$ cat config.mk
export PLATFORM = sky130hd
export DESIGN_NAME = board_ctl_regs
export DESIGN_NICKNAME = d
export VERILOG_FILES = /design/src/rtl/bcr_pkg.sv /design/src/rtl/bcr_sync.sv /design/src/rtl/bcr_rstpulse.sv /design/src/rtl/bcr_regfile.sv /design/src/rtl/board_ctl_regs.sv
export SDC_FILE = /design/constraint.sdc
export NUM_CORES = 1
export LEC_CHECK = 0
export ABC_AREA = 1
export BUFFER_PORTS_ARGS = -buffer_cell sky130_fd_sc_hd__buf_4
export CAP_MARGIN = 15
export CELL_PAD_IN_SITES_DETAIL_PLACEMENT = 1
export CELL_PAD_IN_SITES_GLOBAL_PLACEMENT = 1
export CORE_MARGIN = 5
export CORE_UTILIZATION = 30
export CTS_CLUSTER_SIZE = 14
export DETAILED_ROUTE_END_ITERATION = 12
export GPL_ROUTABILITY_DRIVEN = 0
export PLACE_DENSITY_LB_ADDON = 0.1
export RECOVER_POWER = 25
export SLEW_MARGIN = 20
export SYNTH_ARGS = -nofsm -noshare
export SYNTH_HDL_FRONTEND = slang
export SYNTH_SLANG_ARGS = --single-unit
$ cat constraint.sdc
create_clock -name clk -period 1.35 [get_ports clk]
set_input_delay 0.405 -clock clk [delete_from_list [all_inputs] [get_ports clk]]
set_output_delay 0.405 -clock clk [all_outputs]
set_load 0.02 [all_outputs]
$ cat src/rtl/bcr_pkg.sv
package bcr_pkg;
    localparam logic [31:0] OFS_BUILD = 32'h0000_0000;
    localparam logic [31:0] OFS_CLOCK = 32'h0000_0004;
    localparam logic [31:0] OFS_LIGHT = 32'h0000_0008;
    localparam logic [31:0] OFS_DIPSW = 32'h0000_000C;
    localparam logic [31:0] OFS_RESET = 32'h0000_0010;

    typedef enum logic [2:0] {
        SEL_NONE,
        SEL_BUILD,
        SEL_CLOCK,
        SEL_LIGHT,
        SEL_DIPSW,
        SEL_RESET
    } reg_sel_e;

    typedef enum logic {
        RQ_IDLE,
        RQ_FIRE
    } rq_state_e;
endpackage

$ cat src/rtl/bcr_sync.sv
module bcr_sync #(
    parameter int WIDTH  = 8,
    parameter int STAGES = 2
) (
    input  logic             clk,
    input  logic             rst_n,
    input  logic [WIDTH-1:0] async_in,
    output logic [WIDTH-1:0] sync_out
);
    logic [WIDTH-1:0] stage_q [STAGES];

    generate
        for (genvar s = 0; s < STAGES; s++) begin : g_stage
            if (s == 0) begin : g_first
                always_ff @(posedge clk) begin
                    if (!rst_n) stage_q[0] <= '0;
                    else        stage_q[0] <= async_in;
                end
            end else begin : g_rest
                always_ff @(posedge clk) begin
                    if (!rst_n) stage_q[s] <= '0;
                    else        stage_q[s] <= stage_q[s-1];
                end
            end
        end
    endgenerate

    assign sync_out = stage_q[STAGES-1];
endmodule

$ cat src/rtl/bcr_rstpulse.sv
module bcr_rstpulse (
    input  logic clk,
    input  logic rst_n,
    input  logic trigger,
    output logic req
);
    import bcr_pkg::*;

    rq_state_e st_q, st_d;

    always_comb begin
        st_d = st_q;
        unique case (st_q)
            RQ_IDLE: if (trigger) st_d = RQ_FIRE;
            RQ_FIRE: st_d = RQ_IDLE;
            default: st_d = RQ_IDLE;
        endcase
    end

    always_ff @(posedge clk) begin
        if (!rst_n) st_q <= RQ_IDLE;
        else        st_q <= st_d;
    end

    always_comb begin
        req = 1'b0;
        unique case (st_q)
            RQ_IDLE: req = 1'b0;
            RQ_FIRE: req = 1'b1;
            default: req = 1'b0;
        endcase
    end

    AST_REQ_ONE_CYCLE: assert property (@(posedge clk) disable iff (!rst_n)
        req |=> !req);
    AST_FIRE_NEEDS_TRIGGER: assert property (@(posedge clk) disable iff (!rst_n)
        req |-> $past(trigger));
endmodule

$ cat src/rtl/bcr_regfile.sv
module bcr_regfile #(
    parameter int          ADDR_W   = 16,
    parameter int          DATA_W   = 32,
    parameter int          LED_W    = 8,
    parameter int          SW_W     = 8,
    parameter logic [31:0] BUILD_ID = 32'h0927_2011,
    parameter logic [31:0] CLK_HZ   = 32'd10_000_000,
    parameter logic [31:0] MAGIC    = 32'h0000_DEAD
) (
    input  logic              clk,
    input  logic              rst_n,
    input  logic [ADDR_W-1:0] bus_addr,
    input  logic              bus_wr,
    input  logic [DATA_W-1:0] bus_wdata,
    input  logic              bus_rd,
    input  logic [SW_W-1:0]   sw_sync,
    output logic [DATA_W-1:0] bus_rdata,
    output logic [LED_W-1:0]  led_q,
    output logic              reset_hit
);
    import bcr_pkg::*;

    reg_sel_e          sel;
    logic [DATA_W-1:0] rd_mux;

    always_comb begin
        unique case (1'b1)
            (bus_addr == OFS_BUILD[ADDR_W-1:0]): sel = SEL_BUILD;
            (bus_addr == OFS_CLOCK[ADDR_W-1:0]): sel = SEL_CLOCK;
            (bus_addr == OFS_LIGHT[ADDR_W-1:0]): sel = SEL_LIGHT;
            (bus_addr == OFS_DIPSW[ADDR_W-1:0]): sel = SEL_DIPSW;
            (bus_addr == OFS_RESET[ADDR_W-1:0]): sel = SEL_RESET;
            default:                             sel = SEL_NONE;
        endcase
    end

    always_comb begin
        rd_mux = '0;
        unique case (sel)
            SEL_BUILD: rd_mux = DATA_W'(BUILD_ID);
            SEL_CLOCK: rd_mux = DATA_W'(CLK_HZ);
            SEL_LIGHT: rd_mux[LED_W-1:0] = led_q;
            SEL_DIPSW: rd_mux[SW_W-1:0]  = sw_sync;
            default:   rd_mux = '0;
        endcase
    end

    always_ff @(posedge clk) begin
        if (!rst_n)                          led_q <= '0;
        else if (bus_wr && sel == SEL_LIGHT) led_q <= bus_wdata[LED_W-1:0];
    end

    always_ff @(posedge clk) begin
        if (!rst_n)      bus_rdata <= '0;
        else if (bus_rd) bus_rdata <= rd_mux;
    end

    assign reset_hit = bus_wr && (sel == SEL_RESET) && (bus_wdata == DATA_W'(MAGIC));

    AST_LED_ONLY_ON_WRITE: assert property (@(posedge clk) disable iff (!rst_n)
        !(bus_wr && bus_addr == OFS_LIGHT[ADDR_W-1:0]) |=> $stable(led_q));
    AST_RDATA_HOLDS: assert property (@(posedge clk) disable iff (!rst_n)
        !bus_rd |=> $stable(bus_rdata));
    AST_UNMAPPED_ZERO: assert property (@(posedge clk) disable iff (!rst_n)
        (bus_rd && sel inside {SEL_NONE, SEL_RESET}) |=> bus_rdata == '0);
endmodule

$ cat src/rtl/board_ctl_regs.sv
module board_ctl_regs #(
    parameter int          ADDR_W   = 16,
    parameter int          DATA_W   = 32,
    parameter int          LED_W    = 8,
    parameter int          SW_W     = 8,
    parameter int          SYNC_N   = 2,
    parameter logic [31:0] BUILD_ID = 32'h0927_2011,
    parameter logic [31:0] CLK_HZ   = 32'd10_000_000,
    parameter logic [31:0] MAGIC    = 32'h0000_DEAD
) (
    input  logic              clk,
    input  logic              rst_n,
    input  logic [ADDR_W-1:0] bus_addr,
    input  logic              bus_wr,
    input  logic [DATA_W-1:0] bus_wdata,
    input  logic              bus_rd,
    output logic [DATA_W-1:0] bus_rdata,
    input  logic [SW_W-1:0]   sw_in,
    output logic [LED_W-1:0]  led_out,
    output logic              board_rst_req
);
    logic [SW_W-1:0] sw_sync;
    logic            reset_hit;

    bcr_sync #(.WIDTH(SW_W), .STAGES(SYNC_N)) u_sync (
        .clk      (clk),
        .rst_n    (rst_n),
        .async_in (sw_in),
        .sync_out (sw_sync)
    );

    bcr_regfile #(
        .ADDR_W(ADDR_W), .DATA_W(DATA_W), .LED_W(LED_W), .SW_W(SW_W),
        .BUILD_ID(BUILD_ID), .CLK_HZ(CLK_HZ), .MAGIC(MAGIC)
    ) u_regs (
        .clk       (clk),
        .rst_n     (rst_n),
        .bus_addr  (bus_addr),
        .bus_wr    (bus_wr),
        .bus_wdata (bus_wdata),
        .bus_rd    (bus_rd),
        .sw_sync   (sw_sync),
        .bus_rdata (bus_rdata),
        .led_q     (led_out),
        .reset_hit (reset_hit)
    );

    bcr_rstpulse u_pulse (
        .clk     (clk),
        .rst_n   (rst_n),
        .trigger (reset_hit),
        .req     (board_rst_req)
    );

    AST_REQ_FROM_MAGIC: assert property (@(posedge clk) disable iff (!rst_n)
        board_rst_req |-> $past(bus_wr && bus_addr == ADDR_W'(16'h0010)
                                && bus_wdata == DATA_W'(MAGIC)));
endmodule

==> results.md, run 1 <==
* Crit path capture type: primary output
* Area Overhead vs Synth at 40.14%
* Gr usage total at 0.1294
* Final Max Slew Viols at 0
* CP max FO at 3
* Largest family of logic cells by synthesized area: simple AND/OR/NAND/NOR gates
* Post-synth top area share at 0.3916
* Mux share of post-synthesis cell area at 0
* Worst setup SP type: flip-flop
* Synth top area cells: dfxtp_1, nand2_1, buf_4
* Commonest non-fill, non-tap cell in the layout: buf_4
* WP data arrival at around 0.85 ns
* Hold WC Path Type: in2reg
* Compound-Gate Fraction of Synth Area at 0.09650
* Final Hold Fails at 0
* Fraction of layout cells with a size suffix above 1 at 0.4101
* Vias in the first global route at around 1.7k
* Grt ovf at 0
* Largest net degree at the start of global routing at 18
* Max-Cap Viols at 0
* Crit-path slowest cell: dfxtp_1
* Full die area at 7608 um2
* Synth Area in Adders at 0
* Die H at 87.23 um
* Post-Synth XOR/XNOR Area at 0
* Tmin final at 1.251 ns
* Rows at 28
* Power Density at 821.6 nW/um2
* ANT cells at 0
* Die X at 87.23 um
* Clk pin slew, worst setup/hold paths at ~0.070 ns
* Final Skew at 0.006382 ns
* Sequential-to-total area share from yosys stat at 0.3916
* Rel. slew slack at 0.5560
* Num CTS Buffers at 5
* Initial drt markers at 38
* Synth Instances at 233
* Crit path buf inv count at 1
* Simple-gate portion of the synthesized area at 0.3329
* WS Path Type: reg2out
* Period utilization at 0.9269
* Synthesized area per cell at between 7 and 8 um2
* Crit-path leading delay family: flip-flops
* Routed WL at roughly 4800 um
* Worst-case clock buffer depth at 2
* Multi-input logic area at roughly 810 um2
* WL per Instance at about 12 um
* Post-synth top area cell: dfxtp_1
* First-pass GRT wire length at 7852 um
* # fillers at 749
* Commonest cells after routing, fill and taps aside: buf_4, nand2_1, dfxtp_1, nand3_1, inv_1
* Worst-Skew Late Latency at 0.28 ns
* I/O Pins at 101
* Core Util, Final at 0.4286
* Core Footprint at 5851 um2
* # DRC at 0
* CP required at 0.95 ns
* Detailed Place HPWL at 4033 um
* FF/Latch Area at approximately 700 um2
* H-tree depth at 2
* Starting density of the core at 0.3058
* Syn. warnings at 0
* Post-synthesis cell area at 1789 um2
* LEAKAGE at 1.231 nW
* Fmax at ~800 MHz
* Pre-CTS WS at -0.1716 ns
* Routed vias/inst at around 4.2
* Final number of setup-violating endpoints at 0
* Clock root cell: clkbuf_8
* CTS sink count at 35
* Nets at around 380
* Worst slew pin tran at 0.6660 ns
* Post-route setup slack at 0.09873 ns
* Crit path cell chain: buf_4
* Via Count at 1651
* Initial antenna violation count at 0
* Status: complete, no violations
* CTS tree: built
* Yosys reg bits at 35
* Unique masters post-synth at 28
* Port Buffers at 90
* Max incr delay on CP at 0.40 ns
* Unrepaired setup endpoints after global routing: false
* Detail Route Antenna Nets at 0
* Pre-antenna DRT Iters at 4
* Peak VDD IR at 640.8 uV
[where the power goes]
| group | internal [mW] | switching, mW |
|---|---|---|
| Combinational | 0.149 | 0.139 |
| Clock | 0.362 | 0.345 |
| Sequential | 1.06 | 0.00900 |
| Total | 1.57 | 0.493 |
[area by class of cell]
class                   count  share of cell area
multi-input cells         154              0.3214
repair buffers             95              0.2879
flip-flops and latches     35              0.2804
inverters                  25             0.04042
well taps                  75             0.03743
clock buffers               7             0.03044
clock inverters             1            0.001996
[final timing paths]
check / startpoint / cells after the start / slack [ns] / to
setup / recovery: u_regs.led_q[3] / 1 / 0.1 / led_out[3]
hold / removal: sw_in[0] / 3 / 0.31 / u_sync.stage_q[0][0]
setup reg to reg: u_pulse.st_q / 7 / 0.33 / u_pulse.st_q
hold reg to reg: u_sync.stage_q[0][7] / 2 / 0.41 / u_sync.stage_q[1][7]
[kinds of logic (layout without fill, tap and decap cells)]
family                 count (synthesis)  count (layout)
DFF                                   35              35
and+or+nand+nor                      122             122
AOI/OAI and AO/OA                     22              22
other                                  1              10
buffers and inverters                 53             128
[through the flow]
stage	setup TNS (ns)	area (um2)	cells	hold WS [ns]	power, mW
2_1_floorplan	0	1823	242	0.3905	1.237
6_report	0	2507	392	0.3065	2.060
5_1_grt	0	2507	392	0.3041	2.169
4_1_cts	0	2511	392	0.2981	2.100
3_3_place_gp	-1.526	2427	384	0.3978	1.377
3_5_place_dp	-2.162	2427	384	0.4026	1.383
[what timing repair did]
action / CTS / global route
setup buffers: 0 / 0
setup endpoints to repair: 8 / 0
hold buffers: 0 / 0
resized for setup: 2 / 0
[Yosys cell counts]
cell type and number:
nand2_1 63, dfxtp_1 35, nand3_1 24, buf_4 23, inv_1 22, nor2_1 17
a21oi_2 16, nor2_4 4, a21oi_1 3, buf_6 3, nand4_1 3, nand3_4 2
nand3b_1 2, o21ai_0 2, buf_2 1, clkbuf_1 1, clkinv_1 1, clkinv_4 1
conb_1 1, inv_4 1, nand2_2 1, nand2_4 1, nor2_2 1, nor2_8 1
nor3_1 1, nor4_1 1, o21a_1 1, or2_1 1
[per-layer routing]
metal | track usage | part of all wire | routed length (um) | vias to the layer above
met2 | 0.2236 | 0.51 | 2446 | 47
met3 | 0.03122 | 0.068 | 329 | 5
met1 | 0.1607 | 0.42 | 2021 | 736
li1 | - | - | - | 863
met4 | 0.03347 | 0.0083 | 40 | 0
met5 | 0 | 0 | 0 | -
[sequential cells by signal, summed over array words and instances, names as in the netlist]
signal,flops
u_sync.stage_q,16
u_regs.bus_rdata,10
u_regs.led_q,8
u_pulse.st_q,1
No activity file was read; power rests on OpenSTA's default activity.
==> inputs of run 2 (changes only) <==
- ABC_AREA: 1 -> default
==> run 2 against run 1 <==
Effect of this change: the flow now finishes with violations (setup timing); wire length rose by 11%; flip-flop and latch count stayed put; design area grew 6.0%; critical path depth increased by 5; sequential share of layout area shrank 1.6 points; critical path type is now in2reg; largest cell class is now buffers.
==> results.md, run 2 <==
* CP max FO at 4 (+1)
* Gr usage total at 0.1471 (+0.01771)
* H-tree depth at 2 (unchanged)
* Worst-case clock buffer depth at 2 (unchanged)
* Syn. warnings at 0 (unchanged)
* Initial drt markers at 41 (+7.9%)
* Hold WC Path Type: in2reg
* CP required at 1.59 ns (+0.64 ns)
* Commonest non-fill, non-tap cell in the layout: buf_4
* Cell with the most instances after synthesis: dfxtp_1
* Max-Cap Viols at 0 (unchanged)
* Yosys reg bits at 35 (unchanged)
* LEAKAGE at 1.172 nW (-4.8%)
* Final number of setup-violating endpoints at 1 (+1)
* Worst hold margin at 0.3201 ns (+0.01357 ns)
* Commonest register cell after synthesis: dfxtp_1
* Pre-antenna DRT Iters at 4 (unchanged)
* Worst-Skew Late Latency at 0.29 ns (about the same)
* Post-synthesis cell area at 1674 um2 (-6.4%)
* Period utilization at 1.014 (+0.08697)
* Detail Route Antenna Nets at 0 (unchanged)
* Unique masters post-synth at 38 (+36%)
* Initial antenna violation count at 0 (unchanged)
* Total power at 2.145 mW (+4.1%)
* Synthesized area per cell at 9.353 um2 (+22%)
* Commonest cells after routing, fill and taps aside: buf_4, dfxtp_1, and2_1, nand4_1
* I/O Pins at 101 (unchanged)
* Vias in the first global route at 1738 (+3.2%)
* Starting density of the core at 0.3059 (about the same)
* ANT cells at 0 (unchanged)
* Rel. slew slack at 0.5898 (+0.03382)
* Synth Area in Adders at 0 (unchanged)
* Post-synth top area share at 0.4185 (+0.02693)
* Final Hold Fails at 0 (unchanged)
* Detailed Place HPWL at 4259 um (+5.6%)
* Crit path capture type: flip-flop
* Tmin final at 1.369 ns (+0.1174 ns)
* Sequential-to-total area share from yosys stat at 0.4185 (+0.02693)
* Num CTS Buffers at 5 (unchanged)
* Unrepaired setup endpoints after global routing: true
* Full die area at 7174 um2 (-5.7%)
* Routed vias/inst at 4.626 (+9.8%)
* Synth Instances at 179 (-23%)
* Mux share of post-synthesis cell area at 0.02990 (+0.02990)
* # DRC at 0 (unchanged)
* Die H at 84.70 um (-2.9%)
* Grt ovf at 0 (unchanged)
* Die X at 84.70 um (-2.9%)
* Biggest regs: u_sync.stage_q (16), u_regs.bus_rdata (10), u_regs.led_q (8)
* Largest register FFs at 16 (unchanged)
* Post-synth top area cell: dfxtp_1
* Clk pin slew, worst setup/hold paths at 0.07 ns (about the same)
* Via Count at 1647 (-0.24%)
* Synth top area cells: dfxtp_1, buf_4, and2_1
* Final Max Slew Viols at 0 (unchanged)
* Commonest cells in the netlist: dfxtp_1, buf_4, and2_1, o21ai_0, nand4_1
* # fillers at 660 (-12%)
* Register with the most flip-flops: u_sync.stage_q
* Worst setup SP type: primary input
* Compound-Gate Fraction of Synth Area at 0.1173 (+0.02084)
* Post-Synth XOR/XNOR Area at 0.005232 (+0.005232)
* Worst slew pin tran at 0.6153 ns (-0.05072 ns)
* CTS tree: built
* FFs w/ async S/R, synth at 0 (unchanged)
* Status: finished, violations left
* Simple-gate portion of the synthesized area at 0.2960 (-0.03690)
* CTS sink count at 35 (unchanged)
* Post-CTS Hold Fix Bufs at 0 (unchanged)
* Core Footprint at 5473 um2 (-6.5%)
* Port Buffers at 90 (unchanged)
* Peak VDD IR at 537.9 uV (-16%)
* Fmax at 730.6 MHz (-8.6%)
* Rows at 27 (-3.6%)
* Largest net degree at the start of global routing at 20 (+2)
* Clock root cell: clkbuf_8
* Violated checks: setup timing
* Fraction of layout cells with a size suffix above 1 at 0.5141 (+0.1040)
* Final Skew at 0.006876 ns (+0.0004936 ns)
* First-pass GRT wire length at 8487 um (+8.1%)
* Nets at 343 (-8.8%)
* WS Path Type: in2reg
* Largest family of logic cells by synthesized area: simple AND/OR/NAND/NOR gates
* Post-synth EDFFs at 0 (unchanged)
* Area Overhead vs Synth at 58.82%
* Power Density at 806.9 nW/um2 (-1.8%)
* Routed WL at 5358 um (+11%)
* WP data arrival at 1.60 ns (+0.75 ns)
* Post-route setup slack at -0.01868 ns (-0.1174 ns)
* Pre-CTS WS at -0.2996 ns (-0.1280 ns)
* WL per Instance at 15.05 um (+22%)
[run 2: layout make-up]
type                    count  area (um2)  area share
repair buffers            120       912.1      0.3431
multi-input cells         119       860.8      0.3238
flip-flops and latches     35       703.2      0.2645
well taps                  72       90.09     0.03388
clock buffers               6       72.57     0.02729
clock inverters             2       12.51    0.004706
inverters                   2       7.507    0.002824
[run 2: path summary, 6_finish.rpt]
kind	startpoint	end	slack (ns)	depth (start not counted)
setup / recovery	bus_addr[14]	u_regs.bus_rdata[7]	-0.02	6
hold / removal	sw_in[6]	u_sync.stage_q[0][6]	0.32	2
setup reg to reg	u_regs.bus_rdata[7]	u_regs.bus_rdata[7]	0.14	4
hold reg to reg	u_sync.stage_q[0][3]	u_sync.stage_q[1][3]	0.43	1
[run 2: where the power goes]
part / leakage [nW] / switching, mW / internal (mW)
clock: 0.0412 / 0.388 / 0.360
sequential: 0.286 / 0.00515 / 1.05
combinational: 0.844 / 0.146 / 0.192
[run 2: layer usage]
| layer | track usage | vias up | share of wire | wire, um |
|---|---|---|---|---|
| met5 | 0 | - | 0 | 0 |
| met4 | 0.03885 | 0 | 0.0086 | 46 |
| met3 | 0.05103 | 7 | 0.074 | 399 |
| met2 | 0.2463 | 63 | 0.48 | 2578 |
| met1 | 0.1795 | 768 | 0.44 | 2333 |
| li1 | - | 809 | - | - |
[run 2: kinds of logic after synthesis]
logic type,count (synthesis)
AOI/OAI and AO/OA,32
xor gates and xnor gates,1
buffers and inverters,34
DFF,35
muxes,5
other,1
and+or+nand+nor,71
[run 2: through the flow]
step / util / instance area (um2) / setup TNS, ns / instances
finish: 0.4858 / 2659 / -0.01868 / 356
global route: 0.4858 / 2659 / -0.5138 / 356
CTS: 0.4696 / 2570 / 0 / 354
detailed placement: 0.4536 / 2482 / -4.907 / 346
global placement: 0.4536 / 2482 / -4.477 / 346
floorplan: - / 1719 / -0.4381 / 188
[run 2: timing repair]
action | 4_1_cts | 5_1_grt
buffers inserted | 0 | 2
gates resized for setup | 2 | 26
endpoints found under the setup margin | 14 | 15
pin swaps | 0 | 22
[run 2: worst max-delay path: stages]
cell     delay, ns
buf_6         0.10
nor4_4        0.32
buf_4         0.18
nand4_4       0.15
nor4b_4       0.25
o221a_1       0.21
